[config.mk]
export PLATFORM = sky130hd
export DESIGN_NAME = dma_budget_counter
export DESIGN_NICKNAME = d
export VERILOG_FILES = /design/src/rtl/dcb_pkg.sv /design/src/rtl/dcb_acc.sv /design/src/rtl/dcb_ctrl.sv /design/src/rtl/dma_budget_counter.sv
export SDC_FILE = /design/constraint.sdc
export NUM_CORES = 1
export LEC_CHECK = 0
export ABC_CLOCK_PERIOD_IN_PS = 6100
export BUFFER_PORTS_ARGS = -buffer_cell sky130_fd_sc_hd__buf_2
export CORE_MARGIN = 3
export CORE_UTILIZATION = 49
export CTS_BUF_LIST = sky130_fd_sc_hd__clkbuf_8
export DETAILED_ROUTE_END_ITERATION = 6
export PLACE_DENSITY = 0.73
export SLEW_MARGIN = 20
export SYNTH_ARGS = -nofsm -noshare
export SYNTH_HDL_FRONTEND = slang
export SYNTH_HIERARCHICAL = 1
export SYNTH_SLANG_ARGS = --single-unit
export TNS_END_PERCENT = 100
[constraint.sdc]
create_clock -name clk -period 6.1 [get_ports clk]
set_input_delay 1.22 -clock clk [delete_from_list [all_inputs] [get_ports clk]]
set_output_delay 1.22 -clock clk [all_outputs]
set_load 0.01 [all_outputs]
[src/rtl/dcb_pkg.sv]
package dcb_pkg;
  localparam int CNT_W = 32;
  typedef logic signed [CNT_W-1:0] cnt_t;
  typedef enum logic [1:0] {
    ST_IDLE  = 2'd0,
    ST_CHECK = 2'd1,
    ST_WAIT  = 2'd2,
    ST_FIN   = 2'd3
  } run_state_e;
endpackage

[src/rtl/dcb_acc.sv]
module dcb_acc #(
  parameter int W = 32
) (
  input  logic                clk,
  input  logic                rst_n,
  input  logic                ld,
  input  logic signed [W-1:0] ld_val,
  input  logic signed [W-1:0] fsm_delta,
  input  logic signed [W-1:0] ext_delta,
  output logic signed [W-1:0] q
);
  logic signed [W-1:0] base;

  // a direct load wins over the FSM's change; the external add stacks on top
  always_comb base = ld ? ld_val : (q + fsm_delta);

  always_ff @(posedge clk) begin
    if (!rst_n) q <= '0;
    else        q <= base + ext_delta;
  end
endmodule

[src/rtl/dcb_ctrl.sv]
module dcb_ctrl
  import dcb_pkg::*;
(
  input  logic clk,
  input  logic rst_n,
  input  logic run_valid,
  output logic run_ready,
  input  cnt_t run_budget,
  input  logic cost_valid,
  input  cnt_t cost_cycles,
  input  cnt_t dma_q,
  input  cnt_t total_q,
  output cnt_t tot_delta,
  output cnt_t dma_delta,
  output logic issue,
  output logic done,
  output cnt_t run_used,
  output logic sync_valid,
  output cnt_t sync_cycles
);
  run_state_e st_q;
  cnt_t budget_q, start_q, step_q;
  logic check_short, check_over, cost_take;

  assign run_ready   = (st_q == ST_IDLE);
  assign check_over  = (st_q == ST_CHECK) && (budget_q <= 0);
  assign check_short = (st_q == ST_CHECK) && !check_over && (budget_q <= dma_q);
  assign cost_take   = (st_q == ST_WAIT) && cost_valid;

  always_comb begin
    tot_delta = '0;
    dma_delta = '0;
    if (check_short) begin
      tot_delta = budget_q;
      dma_delta = -budget_q;
    end else if ((st_q == ST_CHECK) && !check_over) begin
      dma_delta = -dma_q;
    end else if (cost_take) begin
      tot_delta = step_q + cost_cycles;
    end
  end

  always_ff @(posedge clk) begin
    if (!rst_n) begin
      st_q        <= ST_IDLE;
      budget_q    <= '0;
      start_q     <= '0;
      step_q      <= '0;
      issue       <= 1'b0;
      done        <= 1'b0;
      run_used    <= '0;
      sync_valid  <= 1'b0;
      sync_cycles <= '0;
    end else begin
      issue      <= 1'b0;
      done       <= 1'b0;
      sync_valid <= 1'b0;
      unique case (st_q)
        ST_IDLE: if (run_valid) begin
          budget_q <= run_budget;
          start_q  <= total_q;
          st_q     <= ST_CHECK;
        end
        ST_CHECK: begin
          if (check_over) begin
            st_q <= ST_FIN;
          end else if (check_short) begin
            sync_valid  <= 1'b1;
            sync_cycles <= budget_q;
            budget_q    <= '0;
            st_q        <= ST_FIN;
          end else begin
            step_q   <= dma_q;
            budget_q <= budget_q - dma_q;
            issue    <= 1'b1;
            st_q     <= ST_WAIT;
          end
        end
        ST_WAIT: if (cost_valid) begin
          sync_valid  <= 1'b1;
          sync_cycles <= step_q + cost_cycles;
          budget_q    <= budget_q - cost_cycles;
          st_q        <= ST_CHECK;
        end
        ST_FIN: begin
          done     <= 1'b1;
          run_used <= total_q - start_q;
          st_q     <= ST_IDLE;
        end
        default: st_q <= ST_IDLE;
      endcase
    end
  end
endmodule

[src/rtl/dma_budget_counter.sv]
module dma_budget_counter
  import dcb_pkg::*;
(
  input  logic                    clk,
  input  logic                    rst_n,
  input  logic                    run_valid,
  output logic                    run_ready,
  input  logic signed [CNT_W-1:0] run_budget,
  input  logic                    dma_valid,
  input  logic signed [CNT_W-1:0] dma_cycles,
  input  logic                    cost_valid,
  input  logic signed [CNT_W-1:0] cost_cycles,
  input  logic                    total_load,
  input  logic signed [CNT_W-1:0] total_load_val,
  input  logic                    dma_load,
  input  logic signed [CNT_W-1:0] dma_load_val,
  output logic                    issue,
  output logic                    done,
  output logic signed [CNT_W-1:0] run_used,
  output logic                    sync_valid,
  output logic signed [CNT_W-1:0] sync_cycles,
  output logic signed [CNT_W-1:0] total_cnt,
  output logic signed [CNT_W-1:0] dma_cnt
);
  cnt_t tot_delta, dma_delta, dma_add;

  assign dma_add = dma_valid ? dma_cycles : '0;

  dcb_ctrl u_ctrl (
    .clk(clk), .rst_n(rst_n),
    .run_valid(run_valid), .run_ready(run_ready), .run_budget(run_budget),
    .cost_valid(cost_valid), .cost_cycles(cost_cycles),
    .dma_q(dma_cnt), .total_q(total_cnt),
    .tot_delta(tot_delta), .dma_delta(dma_delta),
    .issue(issue), .done(done), .run_used(run_used),
    .sync_valid(sync_valid), .sync_cycles(sync_cycles)
  );

  dcb_acc #(.W(CNT_W)) u_total (
    .clk(clk), .rst_n(rst_n),
    .ld(total_load), .ld_val(total_load_val),
    .fsm_delta(tot_delta), .ext_delta('0),
    .q(total_cnt)
  );

  dcb_acc #(.W(CNT_W)) u_dma (
    .clk(clk), .rst_n(rst_n),
    .ld(dma_load), .ld_val(dma_load_val),
    .fsm_delta(dma_delta), .ext_delta(dma_add),
    .q(dma_cnt)
  );
endmodule

== Word level (Yosys, flattened, before mapping) ==
Cells that the tools add are included.

* Add/subtract/negate cells: 9
* Magnitude comparators: 2
* Equal/unequal tests: 7
* Muxes and demuxes: 28
* Bitwise logic cells: 4
* Reductions and logical operators: 14

{| class="wikitable"
|+ Operators with widths
! operator !! number
|-
| 32-bit two-way mux || 15
|-
| 32-bit adder || 4
|-
| 32-bit one-hot mux with 3 select lines || 1
|-
| 32-bit subtractor || 3
|-
| 32-bit negator || 2
|-
| 32-bit one-hot mux with 2 select lines || 1
|-
| 32-bit by 1-bit <= comparator with 1-bit output, second input constant || 1
|-
| 32-bit <= comparator || 1
|-
| 2-bit one-hot mux with 4 select lines || 1
|-
| 4-bit AND reduction || 2
|-
| 1-bit two-way mux || 6
|-
| 2-bit two-way mux || 3
|-
| 2-bit inequality test, second input constant || 3
|-
| 2-bit == test, second input constant || 2
|-
| 1-bit logical AND || 4
|-
| 1-bit inverter || 4
|-
| 2-bit AND reduction || 2
|-
| 3-bit AND reduction || 1
|-
| 3-bit nonzero test || 1
|-
| 3-bit OR reduction || 1
|-
| 2-bit by 1-bit == test with 1-bit output, second input constant || 1
|-
| 2-bit logical NOT || 1
|-
| 2-bit by 1-bit inequality test with 1-bit output, second input constant || 1
|-
| 1-bit one-hot mux with 2 select lines || 1
|-
| 2 further kinds || 2
|}

* Register bits after elaboration: 229
* Input port bits: 167
* Output and inout bits: 132

== Logic depth before layout (Yosys ltp) ==
* Depth in word-level cells: 9
* Mapped depth: 35

== Hierarchy ==
The synthesis kept the hierarchy.

{| class="wikitable"
|+ Modules (own cells, without submodules)
! module !! times used !! cells each !! area each (µm²)
|-
| dcb_ctrl || 1 || 2005 || 14934.3
|-
| dcb_acc || 2 || 637 || 4670.7
|-
| dma_budget_counter || 1 || 36 || 259.0
|}

== Worst setup path after synthesis ==
OpenSTA, ideal clock, no wires.

* Path kind: register to register
* From: reg u_dma.q[0]
* To: reg u_dma.q[31]
* Library setup time: 0.072 ns
* Arrival time: 6.564 ns
* Required time: 6.028 ns
* Path slack: -0.536 ns
* Cell stages (with the launch flop): 35
* Cells stage by stage: dfxtp_1 ha_1 inv_1 fa_1 nand3_1 a21oi_1 a211o_1 a31o_2 a21oi_4 nor2b_1 o21ai_2 buf_2 buf_2 a21oi_1 nor2_1 ha_1 inv_1 fa_1 nand3b_1 a21oi_1 nor3_1 o21ai_0 a21o_1 a21oi_1 xor2_1 o21ai_0 ha_1 nand4_2 nor3_1 nand3_1 a2111oi_2 o211ai_2 a211o_1 a31o_1 mux2i_1

* Longest elaborated chain between the ends: 6
* Elaborated cells between the ends (all ways): 8

{| class="wikitable"
|+ RTL lines
! element !! RTL line !! source
|-
| from (decl) || dcb_acc.sv:10 || <nowiki>output logic signed [W-1:0] q</nowiki>
|-
| from (signal assigned) || dcb_acc.sv:19 || <nowiki>else q <= base + ext_delta;</nowiki>
|-
| 32-bit negator / 32-bit <= comparator (equally long branches) || dcb_ctrl.sv:37, dcb_ctrl.sv:27 ||
|-
| 32-bit two-way mux / 1-bit logical AND (equally long branches) || dcb_ctrl.sv:36, dcb_ctrl.sv:27 ||
|-
| 32-bit two-way mux * || dcb_ctrl.sv:33 || <nowiki>if (check_short) begin</nowiki>
|-
| named net dma_delta[0] || dma_budget_counter.sv:25 || <nowiki>cnt_t tot_delta, dma_delta, dma_add;</nowiki>
|-
| 32-bit adder * || dcb_acc.sv:15 || <nowiki>always_comb base = ld ? ld_val : (q + fsm_delta);</nowiki>
|-
| 32-bit two-way mux * || dcb_acc.sv:15 ||
|-
| 32-bit adder * || dcb_acc.sv:19 ||
|}

Mark *: on every way through the listed nets, which the timed path passes. The rest lies on a longest branch.
A chain may end at the register's enable or synchronous reset.

== Worst setup path after layout ==
* From: reg u_ctrl.budget_q[0]
* To: reg u_dma.q[31]

* Longest elaborated chain between the ends: 9
* Elaborated cells between the ends (all ways): 12

{| class="wikitable"
|+ RTL lines
! element !! RTL line !! source
|-
| from (decl) || dcb_ctrl.sv:22 || <nowiki>cnt_t budget_q, start_q, step_q;</nowiki>
|-
| from (signal assigned) || dcb_ctrl.sv:60 || <nowiki>budget_q <= run_budget;</nowiki>
|-
| from (signal assigned) || dcb_ctrl.sv:74 || <nowiki>budget_q <= budget_q - dma_q;</nowiki>
|-
| from (signal assigned) || dcb_ctrl.sv:82 || <nowiki>budget_q <= budget_q - cost_cycles;</nowiki>
|-
| 32-bit by 1-bit <= comparator with 1-bit output || dcb_ctrl.sv:26 || <nowiki>assign check_over = (st_q == ST_CHECK) && (budget_q <= 0);</nowiki>
|-
| 1-bit logical AND || dcb_ctrl.sv:26 ||
|-
| 1-bit logical NOT || dcb_ctrl.sv:27, dcb_ctrl.sv:36 ||
|-
| 1-bit logical AND || dcb_ctrl.sv:27, dcb_ctrl.sv:36 ||
|-
| 32-bit two-way mux / 1-bit logical AND (equally long branches) || dcb_ctrl.sv:36, dcb_ctrl.sv:27 ||
|-
| 32-bit two-way mux * || dcb_ctrl.sv:33 ||
|-
| named net dma_delta[3] || dma_budget_counter.sv:25 ||
|-
| 32-bit adder * || dcb_acc.sv:15 ||
|-
| 32-bit two-way mux * || dcb_acc.sv:15 ||
|-
| 32-bit adder * || dcb_acc.sv:19 ||
|}

Marked as above.

==> impl_metrics.ini <==
[run_status]
status = finished with violations
violations = setup timing

[timing]
finClkSkew_ns = 0.03127
period_share = 1.045
max_slew.worst_pin.slew_ns = 1.086
tns_ns = -1.442
max_freq_mhz = 156.9
rsz0062_at_grt = true
hold_viol_final = 0
max_slew_margin = 0.2731
period_needed_ns = 6.375
fin_ws_ns = -0.2752
maxSlewViolCount = 0
setup_viol_count_final = 10

[detailed_routing]
postRouteAntennaNets = 0
drt_iter0_markers = 2435
drcViolationCount = 0
totalWireLength_microns = 89100
wl_per_cell_microns = 18.86
drt_first_pass_iters = 6
via_count = 27622
avgViaCountPerCell = 5.846

[grt]
grt_pass1_wl_microns = 135700
grt_max_degree = 67
overflow = 0
grt_antenna_before_repair = 3
grt.total_usage = 0.3159
first_global_vias = 25503

[power_and_ir_drop]
leakage_nw = 15.09
power.density_nw_per_um2 = 611.7
ir_worst_vdd_mv = 0.3112

[placement]
portBuffers = 298
dpl.hpwl_microns = 69220
routabilityCongestion = 0.9789
place_inst = 4602

[setup_path]
startpoint_type = register
setup.worst_path.class = register to register
required_ns = 6.66
crit_slowest_cell = fa_2
critPathMostFrequentCell = buf_4
cp_max_fo = 4
crit_path_max_incr_delay_ns = 0.39
cp.arrival_ns = 6.93
critPathCaptureType = register

[cells_and_area]
final_layout_size_suffix_gt1_frac = 0.2707
fin_cells = 4725
nets = 4468
area_growth_pct = 30.41

[yosys]
synth_edf_count = 0
avgSynthCellArea_sq_um = 7.401
netlist_area_sq_um = 24530
synth_area_leaders = dfxtp_1 (19%), ha_1 (14%), a21oi_1 (6.9%)
yosysTopAreaCellShare = 0.1869
synth_ff_type = dfxtp_1
ys_ff_latch = 229
yosysWarnings = 6
async_flop_share = 0
ys_types = 99
synth_cells = 3315
yosysSeqAreaShare = 0.1869
synth_area_leader_cell = dfxtp_1

[die]
io-pin-count = 299
core_area_sq_um = 49150
initial_utilization = 0.4991
dieHeight_microns = 229.8
die_area_sq_um = 52790
die_w_microns = 229.8
row_count = 81

[clock_network]
clkTransAtPathRegs_ns = 0.06
cts_tree = done
cts_buffers = 45
worstSkewPairLatency_ns = 0.64
htreeDepth = 2
cts.sinks = 229
cts_root_buf = clkbuf_8
cts_buffer_depth = 3

[worst_hold_path]
hold_class = register to register

[flow_run]
drv_cap = 0
==> report_power, final <==
group | internal [W] | leakage, nW | total, W | switching [W]
registers | 0.00199 | 1.88 | 0.00243 | 0.000438
logic | 0.00684 | 12.7 | 0.0154 | 0.00858
clock network | 0.000952 | 0.540 | 0.00172 | 0.000772
total | 0.00979 | 15.1 | 0.0196 | 0.00979
==> cells by family (layout without fill, tap and decap cells) <==
| logic type | count (synthesis) | after routing | share of synthesized area |
|---|---|---|---|
| AO/OA/AOI/OAI | 1043 | 1043 | 0.2770 |
| other | 1 | 42 | 0.0001528 |
| adder cells (fa/ha/maj) | 274 | 274 | 0.1422 |
| XOR/XNOR | 227 | 227 | 0.08103 |
| buffers and inverters | 335 | 1040 | 0.05686 |
| flip-flops | 229 | 229 | 0.1869 |
| multiplexers | 85 | 85 | 0.03519 |
| AND/OR/NAND/NOR | 1121 | 1121 | 0.2208 |
==> sequential cells by signal, summed over array words and instances (netlist names) <==
signal,count
u_ctrl/budget_q,32
u_ctrl/done,1
u_ctrl/issue,1
u_ctrl/run_used,32
u_ctrl/st_q,2
u_ctrl/start_q,32
u_ctrl/step_q,32
u_ctrl/sync_cycles,32
u_ctrl/sync_valid,1
u_dma/q,32
u_total/q,32
==> metrics by stage <==
stage               utilization  area, sq um  worst slack (ns)  hold WS (ns)  total power, W
floorplan                     -        24780          0.008645        0.4363         0.01158
CTS                      0.6329        31110           -0.1690        0.4542         0.01868
finish                   0.6509        32000           -0.2752        0.4523         0.01957
global placement         0.6040        29690           -0.3725        0.4397         0.01620
detailed placement       0.6040        29690           -0.4494        0.4459         0.01634
global route             0.6509        31990           -0.5070        0.4750         0.02097
==> cell type report <==
type,count,area [sq um]
sequential,229,4592
fill,4425,17160
multi-input combinational,2791,19690
timing repair buffer,774,5207
antenna,1,2.502
clock buffer,63,867.1
clock inverter,17,100.1
tap,664,830.8
inverter,186,703.2
==> worst max-delay path, delay by kind of cell, from the launching register on <==
kind | cells | cell delay (ns)
buffers and inverters | 6 | 0.68
adder cells (fa/ha/maj) | 4 | 1.03
flip-flops | 1 | 0.33
AO/OA/AOI/OAI | 15 | 3.29
multiplexers | 1 | 0.13
AND/OR/NAND/NOR | 7 | 0.86
==> placed cells by master, fill, tap and decap left out, types with 38 or more instances in the layout <==
| cell type | n |
|---|---|
| buf_4 | 456 |
| nand2_1 | 331 |
| a21oi_1 | 312 |
| nor2_1 | 304 |
| buf_2 | 298 |
| ha_1 | 248 |
| dfxtp_1 | 223 |
| inv_1 | 186 |
| o21ai_0 | 157 |
| xnor2_1 | 146 |
| a21o_1 | 88 |
| xor2_1 | 80 |
| nand3_1 | 76 |
| mux2i_1 | 75 |
| nor3_1 | 71 |
| clkbuf_8 | 63 |
| a211oi_1 | 43 |
| conb_1 | 41 |
| o211ai_1 | 40 |
| o21a_1 | 38 |
==> metal layers <==
| layer | global-route usage | routed length [microns] | up-vias |
|---|---|---|---|
| li1 | - | - | 13371 |
| met5 | 0 | 13 | - |
| met1 | 0.4384 | 40120 | 12980 |
| met2 | 0.5053 | 39470 | 1063 |
| met4 | 0.1146 | 3456 | 2 |
| met3 | 0.03717 | 6039 | 206 |
==> synthesized netlist by cell type (all sizes together), types with 7 or more instances <==
master and count:
clkbuf 101, a21o 91, xor2 81, ha 266
inv 184, mux2 10, a31o 9, nand2 341
a211o 13, and4 10, and3 25, or3 24
mux2i 75, nor3 86, nor3b 18, o211ai 42
a221oi 22, nor2 304, o21bai 40, a31oi 25
o21a 38, o2111ai 8, nand4 35, o31a 8
xnor2 146, dfxtp 229, a22o 24, o31ai 24
nand3b 11, and2 47, buf 48, a21oi 341
nor4 35, o21ai 206, o22ai 14, fa 8
nand3 87, a2111o 9, a211oi 53, nand2b 31
or2 7, nor2b 42, a21boi 16
==> worst paths after layout <==
kind / start / to / slack (ns) / cells after the start
setup / recovery: u_ctrl/budget_q[0]$_SDFFE_PN0P_ / u_dma/q[31]$_SDFF_PN0_ / -0.28 / 33
hold / removal: u_ctrl/start_q[22]$_SDFFE_PN0P_ / u_ctrl/start_q[22]$_SDFFE_PN0P_ / 0.45 / 2
setup reg to reg: u_ctrl/budget_q[0]$_SDFFE_PN0P_ / u_dma/q[31]$_SDFF_PN0_ / -0.28 / 33
hold reg to reg: u_ctrl/start_q[22]$_SDFFE_PN0P_ / u_ctrl/start_q[22]$_SDFFE_PN0P_ / 0.45 / 2
==> timing repair <==
item,in CTS,in global routing
pin swaps,52,122
setup endpoints to repair,18,27
hold buffers,0,0
buffers inserted,18,29
gates resized for setup,71,162
cloned,2,1
(Power assumes the default switching activity.)
